$ cat src/rtl/wbi_pkg.sv
`timescale 1ns/1ps
package wbi_pkg;
    typedef enum logic [1:0] {
        LN_INV = 2'd0,
        LN_SHR = 2'd1,
        LN_EXC = 2'd2
    } line_st_e;

    typedef enum logic [1:0] {
        BC_IDLE   = 2'd0,
        BC_RDMISS = 2'd1,
        BC_WRMISS = 2'd2,
        BC_WBACK  = 2'd3
    } bus_cmd_e;

    typedef enum logic [2:0] {
        CT_IDLE = 3'd0,
        CT_REQ  = 3'd1,
        CT_WB   = 3'd2,
        CT_FILL = 3'd3,
        CT_RESP = 3'd4
    } ctl_st_e;
endpackage

$ cat src/rtl/wbi_line_store.sv
`timescale 1ns/1ps
module wbi_line_store #(
    parameter int LINES  = 8,
    parameter int TAG_W  = 5,
    parameter int DATA_W = 16,
    localparam int IDX_W = $clog2(LINES)
) (
    input  logic              clk,
    input  logic              rst_n,
    input  logic [IDX_W-1:0]  rd_a_idx,
    output logic [1:0]        rd_a_st,
    output logic [TAG_W-1:0]  rd_a_tag,
    output logic [DATA_W-1:0] rd_a_data,
    input  logic [IDX_W-1:0]  rd_b_idx,
    output logic [1:0]        rd_b_st,
    output logic [TAG_W-1:0]  rd_b_tag,
    output logic [DATA_W-1:0] rd_b_data,
    input  logic              wr_en,
    input  logic [IDX_W-1:0]  wr_idx,
    input  logic [TAG_W-1:0]  wr_tag,
    input  logic [1:0]        wr_st,
    input  logic              wr_data_en,
    input  logic [DATA_W-1:0] wr_data
);
    typedef struct packed {
        logic [1:0]        st;
        logic [TAG_W-1:0]  tag;
        logic [DATA_W-1:0] data;
    } line_t;

    line_t lines_q [LINES];

    for (genvar g = 0; g < LINES; g++) begin : g_line
        line_t ln_d, ln_q;

        always_comb begin
            ln_d = ln_q;
            if (wr_en && wr_idx == IDX_W'(g)) begin
                ln_d.st  = wr_st;
                ln_d.tag = wr_tag;
                if (wr_data_en) begin
                    ln_d.data = wr_data;
                end
            end
        end

        always_ff @(posedge clk or negedge rst_n) begin
            if (!rst_n) begin
                ln_q <= '0;
            end else begin
                ln_q <= ln_d;
            end
        end

        assign lines_q[g] = ln_q;
    end

    assign rd_a_st   = lines_q[rd_a_idx].st;
    assign rd_a_tag  = lines_q[rd_a_idx].tag;
    assign rd_a_data = lines_q[rd_a_idx].data;
    assign rd_b_st   = lines_q[rd_b_idx].st;
    assign rd_b_tag  = lines_q[rd_b_idx].tag;
    assign rd_b_data = lines_q[rd_b_idx].data;

    // only the three defined line states are ever written
    a_r1_legal_state: assert property (@(posedge clk) disable iff (!rst_n)
        wr_en |-> (wr_st != 2'b11));
endmodule

$ cat src/rtl/wbi_snoop_resolve.sv
`timescale 1ns/1ps
module wbi_snoop_resolve #(
    parameter int TAG_W = 5
) (
    input  logic [1:0]       cmd,
    input  logic [TAG_W-1:0] tag,
    input  logic [1:0]       ln_st,
    input  logic [TAG_W-1:0] ln_tag,
    output logic             change,
    output logic             supply,
    output logic [1:0]       new_st
);
    import wbi_pkg::*;

    logic match;

    always_comb begin
        match  = (ln_st != LN_INV) && (ln_tag == tag);
        change = 1'b0;
        supply = 1'b0;
        new_st = ln_st;
        if (match && cmd == BC_WRMISS) begin
            change = 1'b1;
            supply = (ln_st == LN_EXC);
            new_st = LN_INV;
        end else if (match && cmd == BC_RDMISS && ln_st == LN_EXC) begin
            change = 1'b1;
            supply = 1'b1;
            new_st = LN_SHR;
        end
    end
endmodule

$ cat src/rtl/wbi_cpu_lookup.sv
`timescale 1ns/1ps
module wbi_cpu_lookup #(
    parameter int TAG_W = 5
) (
    input  logic             we,
    input  logic [TAG_W-1:0] tag,
    input  logic [1:0]       ln_st,
    input  logic [TAG_W-1:0] ln_tag,
    output logic             local_hit,
    output logic             need_wb
);
    import wbi_pkg::*;

    logic same;

    always_comb begin
        same = (ln_tag == tag);
        if (we) begin
            local_hit = same && (ln_st == LN_EXC);
        end else begin
            local_hit = same && (ln_st != LN_INV);
        end
        need_wb = !same && (ln_st == LN_EXC);
    end
endmodule

$ cat src/rtl/wbi_snoop_ctrl.sv
`timescale 1ns/1ps
module wbi_snoop_ctrl #(
    parameter int ADDR_W = 8,
    parameter int DATA_W = 16,
    parameter int LINES  = 8
) (
    input  logic              clk,
    input  logic              rst_n,
    input  logic              cpu_req_i,
    input  logic              cpu_we_i,
    input  logic [ADDR_W-1:0] cpu_addr_i,
    input  logic [DATA_W-1:0] cpu_wdata_i,
    output logic              cpu_ready_o,
    output logic [DATA_W-1:0] cpu_rdata_o,
    output logic              bus_req_o,
    input  logic              bus_gnt_i,
    output logic [1:0]        bus_cmd_o,
    output logic [ADDR_W-1:0] bus_addr_o,
    output logic [DATA_W-1:0] bus_data_o,
    input  logic [DATA_W-1:0] fill_data_i,
    input  logic [1:0]        snoop_cmd_i,
    input  logic [ADDR_W-1:0] snoop_addr_i,
    output logic              snoop_abort_o,
    output logic              snoop_supply_o,
    output logic [DATA_W-1:0] snoop_data_o
);
    import wbi_pkg::*;

    localparam int IDX_W = $clog2(LINES);
    localparam int TAG_W = ADDR_W - IDX_W;

    typedef struct packed {
        ctl_st_e           st;
        logic              we;
        logic [ADDR_W-1:0] addr;
        logic [DATA_W-1:0] wdata;
        logic              wb;
        logic [DATA_W-1:0] rdata;
        logic              abort;
        logic              supply;
        logic [DATA_W-1:0] sdata;
    } ctl_t;

    ctl_t d, q;

    logic [IDX_W-1:0]  a_idx;
    logic [1:0]        a_st, b_st;
    logic [TAG_W-1:0]  a_tag, b_tag;
    logic [DATA_W-1:0] a_data, b_data;
    logic              wr_en, wr_data_en;
    logic [IDX_W-1:0]  wr_idx;
    logic [TAG_W-1:0]  wr_tag;
    logic [1:0]        wr_st;
    logic [DATA_W-1:0] wr_data;
    logic              lk_hit, lk_wb;
    logic              rs_change, rs_supply;
    logic [1:0]        rs_st;
    logic              snp_on, snp_ok;

    assign a_idx = (q.st == CT_IDLE) ? cpu_addr_i[IDX_W-1:0] : q.addr[IDX_W-1:0];

    wbi_line_store #(.LINES(LINES), .TAG_W(TAG_W), .DATA_W(DATA_W)) store_i (
        .clk        (clk),
        .rst_n      (rst_n),
        .rd_a_idx   (a_idx),
        .rd_a_st    (a_st),
        .rd_a_tag   (a_tag),
        .rd_a_data  (a_data),
        .rd_b_idx   (snoop_addr_i[IDX_W-1:0]),
        .rd_b_st    (b_st),
        .rd_b_tag   (b_tag),
        .rd_b_data  (b_data),
        .wr_en      (wr_en),
        .wr_idx     (wr_idx),
        .wr_tag     (wr_tag),
        .wr_st      (wr_st),
        .wr_data_en (wr_data_en),
        .wr_data    (wr_data)
    );

    wbi_cpu_lookup #(.TAG_W(TAG_W)) lookup_i (
        .we        (cpu_we_i),
        .tag       (cpu_addr_i[ADDR_W-1:IDX_W]),
        .ln_st     (a_st),
        .ln_tag    (a_tag),
        .local_hit (lk_hit),
        .need_wb   (lk_wb)
    );

    wbi_snoop_resolve #(.TAG_W(TAG_W)) resolve_i (
        .cmd    (snoop_cmd_i),
        .tag    (snoop_addr_i[ADDR_W-1:IDX_W]),
        .ln_st  (b_st),
        .ln_tag (b_tag),
        .change (rs_change),
        .supply (rs_supply),
        .new_st (rs_st)
    );

    always_comb begin
        d          = q;
        d.abort    = 1'b0;
        d.supply   = 1'b0;
        wr_en      = 1'b0;
        wr_idx     = '0;
        wr_tag     = '0;
        wr_st      = LN_INV;
        wr_data_en = 1'b0;
        wr_data    = '0;

        snp_on = (snoop_cmd_i == BC_RDMISS) || (snoop_cmd_i == BC_WRMISS);
        snp_ok = snp_on && (q.st == CT_IDLE || q.st == CT_REQ || q.st == CT_RESP);

        // snoop side: state change plus data hand-over
        if (snp_ok && rs_change) begin
            wr_en    = 1'b1;
            wr_idx   = snoop_addr_i[IDX_W-1:0];
            wr_tag   = b_tag;
            wr_st    = rs_st;
            d.abort  = rs_supply;
            d.supply = rs_supply;
            d.sdata  = b_data;
        end

        // processor side
        case (q.st)
            CT_IDLE: begin
                if (cpu_req_i && !snp_on) begin
                    d.we    = cpu_we_i;
                    d.addr  = cpu_addr_i;
                    d.wdata = cpu_wdata_i;
                    if (lk_hit) begin
                        if (cpu_we_i) begin
                            wr_en      = 1'b1;
                            wr_idx     = cpu_addr_i[IDX_W-1:0];
                            wr_tag     = a_tag;
                            wr_st      = LN_EXC;
                            wr_data_en = 1'b1;
                            wr_data    = cpu_wdata_i;
                        end else begin
                            d.rdata = a_data;
                        end
                        d.st = CT_RESP;
                    end else begin
                        d.wb = lk_wb;
                        d.st = CT_REQ;
                    end
                end
            end
            CT_REQ: begin
                if (snp_on) begin
                    if (rs_change && snoop_addr_i[IDX_W-1:0] == q.addr[IDX_W-1:0]) begin
                        d.st = CT_IDLE;
                    end
                end else if (bus_gnt_i) begin
                    d.st = q.wb ? CT_WB : CT_FILL;
                end
            end
            CT_WB: begin
                d.st = CT_FILL;
            end
            CT_FILL: begin
                wr_en      = 1'b1;
                wr_idx     = q.addr[IDX_W-1:0];
                wr_tag     = q.addr[ADDR_W-1:IDX_W];
                wr_st      = q.we ? LN_EXC : LN_SHR;
                wr_data_en = 1'b1;
                wr_data    = q.we ? q.wdata : fill_data_i;
                if (!q.we) begin
                    d.rdata = fill_data_i;
                end
                d.st = CT_RESP;
            end
            CT_RESP: begin
                d.st = CT_IDLE;
            end
            default: begin
                d.st = CT_IDLE;
            end
        endcase
    end

    always_ff @(posedge clk or negedge rst_n) begin
        if (!rst_n) begin
            q <= '0;
        end else begin
            q <= d;
        end
    end

    always_comb begin
        bus_cmd_o  = BC_IDLE;
        bus_addr_o = '0;
        bus_data_o = '0;
        if (q.st == CT_WB) begin
            bus_cmd_o  = BC_WBACK;
            bus_addr_o = {a_tag, q.addr[IDX_W-1:0]};
            bus_data_o = a_data;
        end else if (q.st == CT_FILL) begin
            bus_cmd_o  = q.we ? BC_WRMISS : BC_RDMISS;
            bus_addr_o = q.addr;
        end
    end

    assign bus_req_o      = (q.st == CT_REQ) || (q.st == CT_WB) || (q.st == CT_FILL);
    assign cpu_ready_o    = (q.st == CT_RESP);
    assign cpu_rdata_o    = q.rdata;
    assign snoop_abort_o  = q.abort;
    assign snoop_supply_o = q.supply;
    assign snoop_data_o   = q.sdata;

    // with the request up and no grant, the next cycle carries no command
    a_r10_no_cmd_before_grant: assert property (@(posedge clk) disable iff (!rst_n)
        (bus_req_o && !bus_gnt_i && bus_cmd_o == BC_IDLE) |=> (bus_cmd_o == BC_IDLE));

    // a write-back is always followed at once by the miss itself
    a_r5_wb_then_miss: assert property (@(posedge clk) disable iff (!rst_n)
        (bus_cmd_o == BC_WBACK) |=> (bus_cmd_o == BC_RDMISS || bus_cmd_o == BC_WRMISS));

    // data is only supplied in answer to a foreign miss one cycle earlier
    a_r8_supply_needs_snoop: assert property (@(posedge clk) disable iff (!rst_n)
        snoop_supply_o |-> ($past(snoop_cmd_i) == BC_RDMISS || $past(snoop_cmd_i) == BC_WRMISS));

    // a snoop in the lookup cycle stalls the processor
    a_r11_snoop_stalls_cpu: assert property (@(posedge clk) disable iff (!rst_n)
        (q.st == CT_IDLE && cpu_req_i && snp_on) |=> !cpu_ready_o);

    // completion only follows a held request
    a_r2_ready_after_req: assert property (@(posedge clk) disable iff (!rst_n)
        cpu_ready_o |-> $past(cpu_req_i));
endmodule

$ cat config.mk
export PLATFORM = sky130hd
export DESIGN_NAME = wbi_snoop_ctrl
export DESIGN_NICKNAME = d
export VERILOG_FILES = /design/src/rtl/wbi_pkg.sv /design/src/rtl/wbi_line_store.sv /design/src/rtl/wbi_snoop_resolve.sv /design/src/rtl/wbi_cpu_lookup.sv /design/src/rtl/wbi_snoop_ctrl.sv
export SDC_FILE = /design/constraint.sdc
export NUM_CORES = 1
export LEC_CHECK = 0
export BUFFER_PORTS_ARGS = -buffer_cell sky130_fd_sc_hd__buf_2
export CAP_MARGIN = 20
export CORE_UTILIZATION = 60
export CTS_BUF_LIST = sky130_fd_sc_hd__clkbuf_2 sky130_fd_sc_hd__clkbuf_4 sky130_fd_sc_hd__clkbuf_8
export CTS_CLUSTER_DIAMETER = 50
export DETAILED_ROUTE_END_ITERATION = 16
export PLACE_DENSITY = 0.81
export SYNTH_ARGS = -nofsm -noshare
export SYNTH_HDL_FRONTEND = slang
export SYNTH_SLANG_ARGS = --single-unit
$ cat constraint.sdc
create_clock -name clk -period 5.81 [get_ports clk]
set_input_delay 0.2905 -clock clk [delete_from_list [all_inputs] [get_ports clk]]
set_output_delay 0.2905 -clock clk [all_outputs]
set_load 0.05 [all_outputs]
# After elaboration in Yosys (flattened, before gate mapping)
# Index checks and enable logic that the tools add are counted.
totals:
  out_inout_bits: 62
  regBits: 247
op_classes:
  bitwise_logic: 3
  n_eq_ne: 24
  n_reduce_logical: 43
  order_cmp: 2
  muxes: 61
op_table:
  columns: ["cell", "count"]
  rows:
  - ["binary-select mux 23 bit (select 3 bit)", 2]
  - ["two-way mux 16 bit", 8]
  - ["two-way mux 23 bit", 4]
  - ["case mux 16 bit (2 select lines)", 2]
  - ["two-way mux 45 bit", 1]
  - ["two-way mux 3 bit", 9]
  - ["two-way mux 5 bit", 4]
  - ["logical AND 1 bit", 19]
  - ["two-way mux 18 bit", 1]
  - ["two-way mux 2 bit", 9]
  - ["AND reduction 2 bit", 9]
  - ["two-way mux 8 bit", 2]
  - ["equality test 3 bit, second input constant", 5]
  - ["two-way mux 1 bit", 13]
  - ["equality test 3 x 2 -> 1 bit, second input constant", 4]
  - ["case mux 3 bit (4 select lines)", 1]
  - ["equality test 5 bit", 2]
  - ["case mux 5 bit (2 select lines)", 1]
  - ["greater-or-equal comparator 4 bit, second input constant", 2]
  - ["NOT 3 -> 4 bit", 2]
  - ["equality test 2 bit, second input constant", 3]
  - ["equality test 3 x 1 -> 1 bit, second input constant", 2]
  - ["logical NOT 3 bit", 2]
  - ["!= test 2 bit, second input constant", 3]
  - ["other kinds (13)", 23]

# Longest topological paths before layout
depth:
  depth_word: 19
  mapped_depth: 13

# Modules after synthesis
# A second synthesis with hierarchy kept.
unflattened:
  hier_cells: 957
  area_unflattened_um2: 13446.6
by_module_without_submodules:
  columns: ["mod", "cells_each", "area_per_inst_um2", "seq_area_each_um2", "n_inst"]
  rows:
  - ["wbi_line_store", 568, 9594.2, 4604.4, 1]
  - ["wbi_snoop_ctrl", 361, 3638.5, 1551.5, 1]
  - ["wbi_snoop_resolve", 17, 136.4, 0.0, 1]
  - ["wbi_cpu_lookup", 11, 77.6, 0.0, 1]

# Worst setup path after synthesis
# OpenSTA, ideal clock, no wires.
synth_timing:
  path_kind: "register to register"
  start: "register q[60] (netlist name)"
  end: "register store_i.g_line[0].ln_q[10] (netlist name)"
  stages_incl_launch_ff: 14
  t_required_ns: 5.685
  arrival_ns: 3.295
  path_slack_ns: 2.391
  synth_period_minus_slack_ns: 3.419
  cell_sequence: "dfrtp_1 buf_2 nor3_4 mux2_4 buf_4 a221oi_2 nor4_4 xnor2_1 nand4_4 buf_6 o211a_1 nand2_4 buf_4 mux2_2"
synth_via:
  elab_chain_len: 15
synth_rtl:
  columns: ["item", "line", "source"]
  rows:
  - ["start, declared", "wbi_snoop_ctrl.sv:44", "ctl_t d, q;"]
  - ["start signal, assigned", "wbi_snoop_ctrl.sv:185", "q <= '0;"]
  - ["start signal, assigned", "wbi_snoop_ctrl.sv:187", "q <= d;"]
  - ["logical NOT 3 bit", "wbi_snoop_ctrl.sv:60, wbi_snoop_ctrl.sv:112, wbi_snoop_ctrl.sv:126", null]
  - ["two-way mux 3 bit", "wbi_snoop_ctrl.sv:60", "assign a_idx = (q.st == CT_IDLE) ? cpu_addr_i[IDX_W-1:0] : q.addr[IDX_W-1:0];"]
  - ["NOT 3 -> 4 bit (implied by the code)", "wbi_line_store.sv:58, wbi_line_store.sv:59", null]
  - ["binary-select mux 23 bit (select 3 bit)", "wbi_line_store.sv:58, wbi_line_store.sv:59", null]
  - ["two-way mux 23 bit (implied by the code) (2 in a row)", "wbi_line_store.sv:58", "assign rd_a_st = lines_q[rd_a_idx].st;"]
  - ["equality test 5 bit (tied with other cells)", "wbi_cpu_lookup.sv:17", "same = (ln_tag == tag);"]
  - ["logical AND 1 bit, on equally long branches", "wbi_cpu_lookup.sv:21, wbi_cpu_lookup.sv:19", null]
  - ["two-way mux 1 bit", "wbi_cpu_lookup.sv:18", "if (we) begin"]
  - ["two-way mux 3 bit", "wbi_snoop_ctrl.sv:132", "if (lk_hit) begin"]
  - ["two-way mux 3 bit", "wbi_snoop_ctrl.sv:128", "if (cpu_req_i && !snp_on) begin"]
  - ["case mux 3 bit (2 select lines)", "wbi_snoop_ctrl.sv:126", "case (q.st)"]
  - ["logical NOT 3 bit", "wbi_line_store.sv:38", "if (wr_en && wr_idx == IDX_W'(g)) begin"]
  - ["logical AND 1 bit", "wbi_line_store.sv:38", null]
  - ["AND reduction 2 bit (no source line)", null, null]
  - ["end signal, assigned", "wbi_line_store.sv:51", "ln_q <= ln_d;"]
  - ["end, declared", "wbi_line_store.sv:34", "line_t ln_d, ln_q;"]
# Parallel ways exist; a longest one is shown, timed or not. The select of a mux whose other input is x is not followed.
# A chain may end at the register's enable or synchronous reset.

# Final worst setup path
layout_timing:
  start: "register q[60] (netlist name)"
  end: "register store_i.g_line[7].ln_q[22] (netlist name)"
layout_via:
  elab_chain_len: 14
layout_rtl:
  columns: ["item", "line"]
  rows:
  - ["logical NOT 3 bit", "wbi_snoop_ctrl.sv:60, wbi_snoop_ctrl.sv:112, wbi_snoop_ctrl.sv:126"]
  - ["two-way mux 3 bit", "wbi_snoop_ctrl.sv:60"]
  - ["NOT 3 -> 4 bit (implied by the code)", "wbi_line_store.sv:58, wbi_line_store.sv:59"]
  - ["binary-select mux 23 bit (select 3 bit)", "wbi_line_store.sv:58, wbi_line_store.sv:59"]
  - ["two-way mux 23 bit (implied by the code) (2 in a row)", "wbi_line_store.sv:58"]
  - ["equality test 5 bit (tied with other cells)", "wbi_cpu_lookup.sv:17"]
  - ["logical AND 1 bit, on equally long branches", "wbi_cpu_lookup.sv:21, wbi_cpu_lookup.sv:19"]
  - ["two-way mux 1 bit", "wbi_cpu_lookup.sv:18"]
  - ["two-way mux 3 bit", "wbi_snoop_ctrl.sv:132"]
  - ["two-way mux 3 bit", "wbi_snoop_ctrl.sv:128"]
  - ["case mux 3 bit (2 select lines)", "wbi_snoop_ctrl.sv:126"]
  - ["equality test 3 bit", "wbi_line_store.sv:38"]
  - ["logical AND 1 bit", "wbi_line_store.sv:38"]
  - ["end signal, assigned", "wbi_line_store.sv:51"]
  - ["end, declared", "wbi_line_store.sv:34"]
# Parallel ways exist; a longest one is shown, timed or not. The select of a mux whose other input is x is not followed.

==> results.md <==
* Synth warn at 0
* Core Region at ~24,000 um^2
* Worst Setup Start Kind: flop
* FMAX at 208 MHz
* PwrDens at 407 nW/um^2
* WL/cell at 24.5 um
* Gr ovfl total at 0
* Max clock buf depth at 3
* Hold endpoint: cpu_rdata_o[12]$_DFFE_PN0P_
* Max IR drop VDD at 0.000220 V
* Final count of negative-setup-slack endpoints at 0
* Postcts setup bufs at 0
* Rows at 56
* Final #Nets at 1,318
* DR iter-0 viols at 1,241
* Fin crit share at between 80 and 90%
* Die Span Y at 157 um
* Final wirelength at 39.5 mm
* Min cycle time layout at 4.80 ns
* Cell variety after synth at 78
* Fraction of registers with async set/reset at 100%
* RSZ-0062 raised after global routing: false
* R2R Path Start: q[60]$_DFFE_PN0P_
* HPWL Detailed at 25.0 mm
* Area contributors post-synth: dfrtp_1, mux4_2, mux2_2
* Number of synthesized register bits at 246
* Flop2flop setup slack at 1.01 ns
* Critical path class: flop to flop
* GRT Overall Usage at 32.9%
* RR Endpoint: store_i.g_line[7].ln_q[22]$_DFFE_PN0P_
* Syn nets at 1,229
* Root buffer cell: clkbuf_8
* CTS Hold Buffers Added at 22
* N_diodes at 0
* Final ANT Viol Nets at 0
* I/O Buffers at 116
* Synthesized area per cell at 12.3 um^2
* CTS Sinks at 246
* Worst-Margin Slew at roughly 1 ns
* Mapped cell area at 14,400 um^2
* Max Cap Viol at 0
* First-pass GRT wire length at roughly 61 mm
* Via density at 6.60
* Initial Util at around 60%
* Area grow syn2layout at 11.4%
* HP Class: primary input to flop
* CTS tree: yes
* DRT Pass-1 Iters at 6
* H-tree Lvls at 2
* Pre-CTS setup slack at 1.19 ns
* Max transition margin at 31.9%
* Crit-path max FO at 29
* CP endpoint kind: flop
* EDFF count, synth at 0
* Hold path start: fill_data_i[12]
* Share of the synthesized area in the top cell type at 42.6%
* Yosys top cell by area: dfrtp_1
* Largest net degree at the start of global routing at 180
* Die width at roughly 160 um
* Worst Hold Path Cells at 3
* Post-CTS sizing at 0
* Mapped Cells at 1,172
* Critical path arrival at about 5.2 ns
* Number of global-route vias before repair at 10.7k
* Placer Congestion at 1.02
* # fillers at 1,641
* Post-synth top flop: dfrtp_1
* Vias post-DR at roughly 11k
* DRC viols at 0
* Max Slew Vio Count at 0
* CTS clock-pin slew for the worst setup and hold paths at 0.07 ns
* Post-route setup slack at 1.01 ns
* WP data required at 6.23 ns
* Layout cell share with drive strength beyond 1 at 36.1%
* R2R cell count at 9
* Antenna violations before repair at 0
* Register area share after synthesis at a little over two fifths
* Die area at between 20,000 and 25,000 um^2
* CTS buffer count at 42
* Hold Fails Final Rpt at 0
* Leak at between 7 and 8 nW
* Io pins at about 120
* Outcome: completed
* Worst Clk Skew at 0.0461 ns
* Worst-Skew Late Latency at 0.59 ns
* Setup_tns at 0 ns
## logic make-up (layout without fill, tap and decap cells)
kind of cell / count (synthesis) / count (layout) / share of synthesized area, %
muxes: 363 / 363 / 34.1
adders and majority gates: 2 / 2 / 0.173
DFF: 246 / 246 / 42.6
AOI/OAI and AO/OA: 163 / 163 / 8.12
xor gates and xnor gates: 7 / 7 / 0.424
buffers and inverters: 125 / 245 / 5.02
and+or+nand+nor: 266 / 266 / 9.60
## report_power, final
group          leakage (nW)  switching, W  internal, W
combinational          3.83       0.00159     0.000963
sequential             3.37      0.000292      0.00198
clock                 0.496      0.000741     0.000983
total                  7.70       0.00262      0.00392
## final cells by class
cell class | instances | area, um^2 | share of cell area, %
Inverter | 14 | 52.6 | 0.327
Clock buffer | 67 | 853 | 5.30
Clock inverter | 8 | 88.8 | 0.552
Tap cell | 319 | 399 | 2.48
Timing Repair Buffer | 156 | 961 | 5.97
Sequential cell | 246 | 6160 | 38.3
Multi-Input combinational cell | 801 | 7580 | 47.1
## through the flow
stage / util, % / std cells / hold WS [ns] / power [W] / instance area (um^2)
floorplan: - / 1172 / -0.00509 / 0.00419 / 14400
detailed placement: 63.4 / 1514 / 0.267 / 0.00476 / 14900
CTS: 68.3 / 1611 / 0.00298 / 0.00650 / 16100
finish: 68.3 / 1611 / 0.0164 / 0.00654 / 16100
global placement: 63.4 / 1514 / 0.263 / 0.00470 / 14900
global route: 68.3 / 1611 / 0.0364 / 0.00680 / 16100
## synth_stat cells (all sizes together) (10+ instances only)
cell	n
o22ai	18
nor2	82
inv	14
dfrtp	246
clkbuf	30
o21ai	41
mux2i	92
a21oi	50
mux4	79
nand2b	12
nand3	12
mux2	192
nand2	107
nor2b	10
buf	81
## routing by layer
layer	share of wire, %	wire length [um]	vias up	track usage [%]
met3	11	4430	165	8.54
met2	46	18000	717	50.2
met5	0	0	-	0
li1	-	-	4488	-
met1	39	15300	5263	43.8
met4	4.5	1760	0	16.4
## critical path: stages, from the launching register on
cell	delay (ns)
dfrtp_1	0.74
nor3_4	0.35
mux2_4	0.55
a221oi_1	0.50
nor4_4	0.11
xnor2_1	0.46
nand4_4	0.41
a221oi_4	0.51
nor2b_1	0.61
mux2_1	0.38
## how the worst max path moves through the flow
stage / cells after the start / slack (ns) / from / endpoint
floorplan: 13 / 2.39 / q[60]$_DFFE_PN0P_ / store_i.g_line[0].ln_q[10]$_DFFE_PN0P_
global placement: 9 / 1.32 / q[60]$_DFFE_PN0P_ / store_i.g_line[7].ln_q[16]$_DFFE_PN0P_
detailed placement: 9 / 1.19 / q[60]$_DFFE_PN0P_ / store_i.g_line[7].ln_q[16]$_DFFE_PN0P_
CTS: 9 / 1.14 / q[60]$_DFFE_PN0P_ / store_i.g_line[7].ln_q[22]$_DFFE_PN0P_
global route: 9 / 0.82 / q[60]$_DFFE_PN0P_ / store_i.g_line[7].ln_q[22]$_DFFE_PN0P_
finish: 9 / 1.01 / q[60]$_DFFE_PN0P_ / store_i.g_line[7].ln_q[22]$_DFFE_PN0P_
## sequential cells by signal (all words and copies together) (netlist names)
register             count
q                       29
snoop_data_o            16
cpu_rdata_o             16
snoop_abort_o            1
store_i.g_line.ln_q    184
## layout by cell type, fill, tap and decap left out, drive strengths merged, types with 5 or more instances in the layout
| cell type | count |
|---|---|
| a22o | 9 |
| dlygate4sd3 | 22 |
| buf | 134 |
| dfrtp | 246 |
| a21oi | 50 |
| nor2b | 10 |
| a22oi | 9 |
| nor2 | 82 |
| clkbuf | 67 |
| o211ai | 5 |
| nand2 | 107 |
| mux2i | 92 |
| clkinv | 5 |
| mux4 | 79 |
| o22ai | 18 |
| nand3 | 12 |
| mux2 | 192 |
| and2 | 7 |
| a221oi | 5 |
| nand2b | 12 |
| o21ai | 41 |
| nor3 | 9 |
| inv | 15 |
(Power assumes the default switching activity.)
